<file path="src/rtl/qbcPkg.sv">
package qbcPkg;
  // strobes from control to datapath
  typedef struct packed {
    logic rdTake;   // read request accepted this cycle
    logic wrTake;   // write request accepted this cycle
    logic wrLive;   // registered write command in flight to the memory
    logic rdDone;   // both halves of a read burst are captured
  } qbcStrobes_t;
endpackage

</file>
<file path="src/rtl/qbcDdrOut.sv">
// Double-rate output cell: q follows dRise after a rising edge and dFall
// after a falling edge. Two flops, one per edge, combined by XOR.
module qbcDdrOut #(
  parameter int W = 1,
  parameter logic [W-1:0] RST_VAL = '0
) (
  input  logic         clk,
  input  logic         rstN,
  input  logic [W-1:0] dRise,
  input  logic [W-1:0] dFall,
  output logic [W-1:0] q
);
  logic [W-1:0] riseQ;
  logic [W-1:0] fallQ;

  always_ff @(posedge clk or negedge rstN) begin
    if (!rstN) riseQ <= RST_VAL;
    else       riseQ <= dRise ^ fallQ;
  end

  always_ff @(negedge clk or negedge rstN) begin
    if (!rstN) fallQ <= '0;
    else       fallQ <= dFall ^ riseQ;
  end

  assign q = riseQ ^ fallQ;
endmodule

</file>
<file path="src/rtl/qbcControl.sv">
module qbcControl
  import qbcPkg::*;
#(
  parameter int RD_LAT = 2
) (
  input  logic        clk,
  input  logic        rstN,
  input  logic        rdReq,
  input  logic        wrReq,
  output logic        rdReady,
  output logic        wrReady,
  output logic        memRdSelN,
  output logic        memWrSelN,
  output logic        rdValid,
  output qbcStrobes_t strb
);
  localparam int PIPE_D = RD_LAT + 1;

  logic              runQ;
  logic              rdCmdQ;
  logic              wrCmdQ;
  logic [PIPE_D-1:0] rdPipeQ;
  logic              rdValidQ;
  logic              rdSelQ;
  logic              wrSelQ;
  logic              rdTake;
  logic              wrTake;

  assign rdTake = rdReq & runQ;
  assign wrTake = wrReq & runQ;

  // request stage and read-return tracking on the true edge
  always_ff @(posedge clk or negedge rstN) begin
    if (!rstN) begin
      runQ     <= 1'b0;
      rdCmdQ   <= 1'b0;
      wrCmdQ   <= 1'b0;
      rdPipeQ  <= '0;
      rdValidQ <= 1'b0;
    end else begin
      runQ     <= 1'b1;
      rdCmdQ   <= rdTake;
      wrCmdQ   <= wrTake;
      rdPipeQ  <= {rdPipeQ[PIPE_D-2:0], rdCmdQ};
      rdValidQ <= rdPipeQ[RD_LAT];
    end
  end

  // selects launched half a cycle ahead of the true edge that samples them
  always_ff @(negedge clk or negedge rstN) begin
    if (!rstN) begin
      rdSelQ <= 1'b1;
      wrSelQ <= 1'b1;
    end else begin
      rdSelQ <= ~rdCmdQ;
      wrSelQ <= ~wrCmdQ;
    end
  end

  assign rdReady     = runQ;
  assign wrReady     = runQ;
  assign memRdSelN   = rdSelQ;
  assign memWrSelN   = wrSelQ;
  assign rdValid     = rdValidQ;
  assign strb.rdTake = rdTake;
  assign strb.wrTake = wrTake;
  assign strb.wrLive = wrCmdQ;
  assign strb.rdDone = rdPipeQ[RD_LAT];
endmodule

</file>
<file path="src/rtl/qbcDatapath.sv">
module qbcDatapath
  import qbcPkg::*;
#(
  parameter int ADDR_W = 18,
  parameter int WORD_W = 18,
  parameter int LANES  = 2
) (
  input  logic                  clk,
  input  logic                  rstN,
  input  qbcStrobes_t           strb,
  input  logic [ADDR_W-1:0]     rdAddr,
  input  logic [ADDR_W-1:0]     wrAddr,
  input  logic [2*WORD_W-1:0]   wrData,
  input  logic [2*LANES-1:0]    wrBe,
  output logic [2*WORD_W-1:0]   rdData,
  output logic [ADDR_W-1:0]     memAddr,
  output logic [WORD_W-1:0]     memD,
  output logic [LANES-1:0]      memBwN,
  input  logic [WORD_W-1:0]     memQ
);
  localparam int BURST_W = 2 * WORD_W;

  logic [ADDR_W-1:0]  rdAddrQ;
  logic [ADDR_W-1:0]  wrAddrQ;
  logic [BURST_W-1:0] wrDataQ;
  logic [2*LANES-1:0] wrBeQ;
  logic [WORD_W-1:0]  qRiseQ;
  logic [WORD_W-1:0]  qFallQ;
  logic [BURST_W-1:0] rdDataQ;

  always_ff @(posedge clk or negedge rstN) begin
    if (!rstN) begin
      rdAddrQ <= '0;
      wrAddrQ <= '0;
      wrDataQ <= '0;
      wrBeQ   <= '0;
      qRiseQ  <= '0;
      rdDataQ <= '0;
    end else begin
      if (strb.rdTake) rdAddrQ <= rdAddr;
      if (strb.wrTake) begin
        wrAddrQ <= wrAddr;
        wrDataQ <= wrData;
        wrBeQ   <= wrBe;
      end
      qRiseQ <= memQ;
      if (strb.rdDone) rdDataQ <= {qFallQ, qRiseQ};
    end
  end

  always_ff @(negedge clk or negedge rstN) begin
    if (!rstN) qFallQ <= '0;
    else       qFallQ <= memQ;
  end

  // address: read address for the true edge, write address for the complement
  qbcDdrOut #(.W(ADDR_W), .RST_VAL('0)) addrOut (
    .clk(clk), .rstN(rstN),
    .dRise(wrAddrQ), .dFall(rdAddrQ), .q(memAddr)
  );

  // data: first word for the true edge, second for the complement
  qbcDdrOut #(.W(WORD_W), .RST_VAL('0)) dataOut (
    .clk(clk), .rstN(rstN),
    .dRise(wrDataQ[BURST_W-1:WORD_W]), .dFall(wrDataQ[WORD_W-1:0]), .q(memD)
  );

  // byte-write strobes, one double-rate cell per lane, idle high
  for (genvar l = 0; l < LANES; l++) begin : gLane
    logic bwFirst;
    logic bwSecond;
    assign bwFirst  = strb.wrLive ? ~wrBeQ[l]       : 1'b1;
    assign bwSecond = strb.wrLive ? ~wrBeQ[LANES+l] : 1'b1;
    qbcDdrOut #(.W(1), .RST_VAL(1'b1)) bwOut (
      .clk(clk), .rstN(rstN),
      .dRise(bwSecond), .dFall(bwFirst), .q(memBwN[l])
    );
  end

  assign rdData = rdDataQ;
endmodule

</file>
<file path="src/rtl/qdrBurstCtrl.sv">
module qdrBurstCtrl
  import qbcPkg::*;
#(
  parameter int ADDR_W = 18,
  parameter int WORD_W = 18,
  parameter int LANES  = 2,
  parameter int RD_LAT = 2
) (
  input  logic                clk,
  input  logic                rstN,
  input  logic                rdReq,
  input  logic [ADDR_W-1:0]   rdAddr,
  output logic                rdReady,
  input  logic                wrReq,
  input  logic [ADDR_W-1:0]   wrAddr,
  input  logic [2*WORD_W-1:0] wrData,
  input  logic [2*LANES-1:0]  wrBe,
  output logic                wrReady,
  output logic [2*WORD_W-1:0] rdData,
  output logic                rdValid,
  output logic                memRdSelN,
  output logic                memWrSelN,
  output logic [ADDR_W-1:0]   memAddr,
  output logic [WORD_W-1:0]   memD,
  output logic [LANES-1:0]    memBwN,
  input  logic [WORD_W-1:0]   memQ
);
  qbcStrobes_t strb;

  qbcControl #(.RD_LAT(RD_LAT)) ctrl (
    .clk(clk), .rstN(rstN),
    .rdReq(rdReq), .wrReq(wrReq),
    .rdReady(rdReady), .wrReady(wrReady),
    .memRdSelN(memRdSelN), .memWrSelN(memWrSelN),
    .rdValid(rdValid), .strb(strb)
  );

  qbcDatapath #(.ADDR_W(ADDR_W), .WORD_W(WORD_W), .LANES(LANES)) dp (
    .clk(clk), .rstN(rstN), .strb(strb),
    .rdAddr(rdAddr), .wrAddr(wrAddr), .wrData(wrData), .wrBe(wrBe),
    .rdData(rdData), .memAddr(memAddr), .memD(memD), .memBwN(memBwN),
    .memQ(memQ)
  );
endmodule

</file>
<file path="config.mk">
export PLATFORM = sky130hd
export DESIGN_NAME = qdrBurstCtrl
export DESIGN_NICKNAME = d
export VERILOG_FILES = /design/src/rtl/qbcPkg.sv /design/src/rtl/qbcDdrOut.sv /design/src/rtl/qbcControl.sv /design/src/rtl/qbcDatapath.sv /design/src/rtl/qdrBurstCtrl.sv
export SDC_FILE = /design/constraint.sdc
export NUM_CORES = 1
export LEC_CHECK = 0
export CAP_MARGIN = 20
export CELL_PAD_IN_SITES_DETAIL_PLACEMENT = 1
export CELL_PAD_IN_SITES_GLOBAL_PLACEMENT = 1
export CORE_MARGIN = 2
export CORE_UTILIZATION = 45
export DETAILED_ROUTE_END_ITERATION = 7
export DONT_BUFFER_PORTS = 1
export GPL_ROUTABILITY_DRIVEN = 1
export MAX_ROUTING_LAYER = met4
export PLACE_DENSITY = 0.78
export SLEW_MARGIN = 25
export SYNTH_ARGS = -nofsm -noshare
export SYNTH_HDL_FRONTEND = slang
export SYNTH_SLANG_ARGS = --single-unit
</file>
<file path="constraint.sdc">
create_clock -name clk -period 3.5 [get_ports clk]
set_input_delay 0.175 -clock clk [delete_from_list [all_inputs] [get_ports clk]]
set_output_delay 0.175 -clock clk [all_outputs]
set_load 0.02 [all_outputs]
</file>
==> impl_results.md <==
- Synth area leader: dfrtp_1
- Worst-margin pin slew: between 0.7 and 0.8 ns
- Top cells by area, synth: dfrtp_1 53%, dfrtn_1 17%, mux2_2 15%
- RSZ-0062 raised after global routing: no
- GR Util All Layers: 0.1901
- Fill cells: ~1600
- Ys flop type: dfrtp_1
- Setup Viol. Count Final: 0
- Crit. End Element: primary output
- Reg-to-reg critical path startpoint: ctrl.wrCmdQ$_DFF_PN0_
- Max clock buf depth: 3
- Gpl congestion: ~0.73
- Largest net degree at the start of global routing: between 200 and 250
- Clk_skew: between 0.06 and 0.07 ns
- Critical path data arrival time: 3.20 ns
- WP data required: around 3.3 ns
- Die Ht: ~140 um
- CP max stage cell: xor2_1
- Delay-heaviest family, CP: XOR/XNOR gates
- Max_slew headroom: 0.5106
- Cells after Synth: slightly below 500
- Fin. Hold Viols: 175
- Synthesized area per cell: 16.98 sq um
- Pwr dens: around 840 mW/mm^2
- Worst hold slack: -0.6359 ns
- Area growth syn-to-layout: 24.80%
- Vias/cell: about 4.9
- Failing checks: hold timing
- Detailed placer's ending HPWL: approximately 10000 um
- Clock-pin slew on the worst setup and hold paths: around 0.060 ns
- DIE WIDTH: about 140 um
- Placed cell area: ~0.0085 sq mm
- Crit path from: dp.addrOut.fallQ[11]$_DFF_NN0_
- Leak: between 4 and 5 nW
- Buffers & Inverters on Critical Path: 0
- Worst path cell trace: xor2_1
- Status: complete, but fails checks
- Synth top cells by count: 173 x dfrtp_1, 114 x xor2_1, 112 x mux2_2
- Root Driver: clkbuf_16
- CP Launch Type: flop
- Wire length per cell: 20.54 um
- Global route total overflow: 0
- Syn_nets: between 500 and 600
- CTS tree: yes
- IO Count: between 150 and 200
- Max-Cap Viols: 0
- Num CTS Buffers: 24
- TNS Setup: 0 ns
- Crit Path Class: reg -> out
- Vias in the first global route: around 5000
- Max rail drop VDD: about 0.55 mV
- Vias: between 4000 and 5000
- Ys Warns: 0
- Mapped Area: ~0.0082 sq mm
- Port-buffer cells: 0
- Async SR Flop Fraction: 1.000
- Synth cell types: 12
- #FFs+latches synth: 233
- Die area: roughly 0.019 sq mm
- Initial antenna violation count: 0
- Total iterations of the first detailed-routing run: 4
- Crit Path Max Fanout: 2
- Core area: around 0.018 sq mm
- Sink Count: 233
- Post-CTS setup buffers: 0
- Share of cells above drive strength 1: 0.2643
- CP peak stage delay: between 0.4 and 0.5 ns
- Initial core utilization: 0.4583
- Post-route cell area: ~0.010 sq mm
- Hold Buf Count CTS: 94
- Cell Rows: 49
- 1st-iter DRT viols: approximately 140
- CTS H-tree depth: 1
- Post-route DRC: 0
- Post-synth EDFFs: 0
- Top-count cell post-synth: dfrtp_1
- Yosys top cell area share: 0.5258
- Total Nets Final: between 600 and 700
- Number of gates resized after cts: 0
- Worst min-delay path category: in -> async
- First-pass GRT wire length: roughly 28000 um
- Post-DRT Antenna Nets: 0
- Skew-Pair Late Insertion Delay: roughly 0.56 ns
- Final Max Tran Viols: 0
- Ant. Diodes: 0
- Drt total wl: 17290 um
- Sequential-to-total area share from yosys stat: 0.7088
-- power by group --
group / switching [mW] / total (mW) / internal [mW] / leakage, nW
registers: 0.669 / 4.08 / 3.41 / 2.73
logic: 1.10 / 1.73 / 0.627 / 1.38
clock network: 1.03 / 2.77 / 1.74 / 0.447
-- per-stage QoR --
step           total power [mW]  std cells  worst slack, ns  utilization  hold slack [ns]
2_1_floorplan             5.404        485           0.7911            -          -0.1206
3_3_place_gp              5.625        703           0.6343       0.4706          -0.1159
3_5_place_dp              5.748        703           0.6286       0.4706          -0.1163
4_1_cts                   8.645        842          0.08344       0.5720          -0.6593
5_1_grt                   8.989        842          0.08040       0.5720          -0.6644
6_report                  8.582        842           0.1278       0.5720          -0.6359
-- flip-flops by register name (all words and copies together) (netlist names) --
signal	cells
dp.gLane.bwOut.fallQ	2
dp.rdAddrQ	18
ctrl.memRdSelN	1
ctrl.rdCmdQ	1
ctrl.rdValid	1
ctrl.wrCmdQ	1
dp.qRiseQ	18
dp.wrBeQ	4
dp.dataOut.fallQ	18
dp.dataOut.riseQ	18
dp.addrOut.riseQ	18
ctrl.rdPipeQ	3
dp.qFallQ	18
dp.wrDataQ	36
ctrl.rdReady	1
dp.gLane.bwOut.riseQ	2
dp.wrAddrQ	18
dp.rdData	36
ctrl.memWrSelN	1
dp.addrOut.fallQ	18
-- final timing paths --
path | slack (ns) | cells past startpoint | endpoint
min in group clk | 0.16 | 2 | ctrl.rdCmdQ$_DFF_PN0_
worst min-delay path | -0.64 | 0 | dp.rdData[21]$_DFFE_PN0P_
worst min register to register | 0.35 | 0 | ctrl.rdPipeQ[1]$_DFF_PN0_
worst max-delay path | 0.13 | 1 | memAddr[11]
worst max register to register | 0.95 | 2 | dp.gLane[0].bwOut.fallQ$_DFF_NN0_
max in group asynchronous | 2.07 | 0 | ctrl.memWrSelN$_DFF_NN1_
-- per-layer routing --
metal / global-route usage / share of wire / vias to the layer above
li1: - / - / 1811
met1: 0.2123 / 0.38 / 2159
met2: 0.3377 / 0.53 / 143
met3: 0.05678 / 0.072 / 28
met4: 0.04147 / 0.019 / 0
met5: - / 0 / -
-- logic make-up after synthesis --
group | Yosys count | synth area share
buffers and inverters | 19 | 0.01322
flip-flops | 233 | 0.7088
multiplexers | 112 | 0.1532
XOR/XNOR | 114 | 0.1213
AND/OR/NAND/NOR | 6 | 0.003040
other | 1 | 0.0004555
-- cell type report --
class	instances	area, sq um	share of cell area
Sequential cell	233	5836	0.5679
Multi-Input combinational cell	233	2291	0.2230
Timing Repair Buffer	97	963.4	0.09376
Clock buffer	33	705.7	0.06868
Tap cell	229	286.5	0.02789
Clock inverter	13	177.7	0.01729
Inverter	4	15.01	0.001461
-- cells in the final DEF, fill, tap and decap left out, drive strengths merged --
| cell type | instances |
|---|---|
| dfrtn | 56 |
| clkinv | 5 |
| inv | 6 |
| clkbuf | 33 |
| clkinvlp | 1 |
| dlygate4sd3 | 94 |
| buf | 3 |
| dfstp | 4 |
| nand2 | 6 |
| dfrtp | 173 |
| xor2 | 114 |
| mux2 | 112 |
| bufinv | 5 |
| conb | 1 |
(Power assumes the default switching activity.)
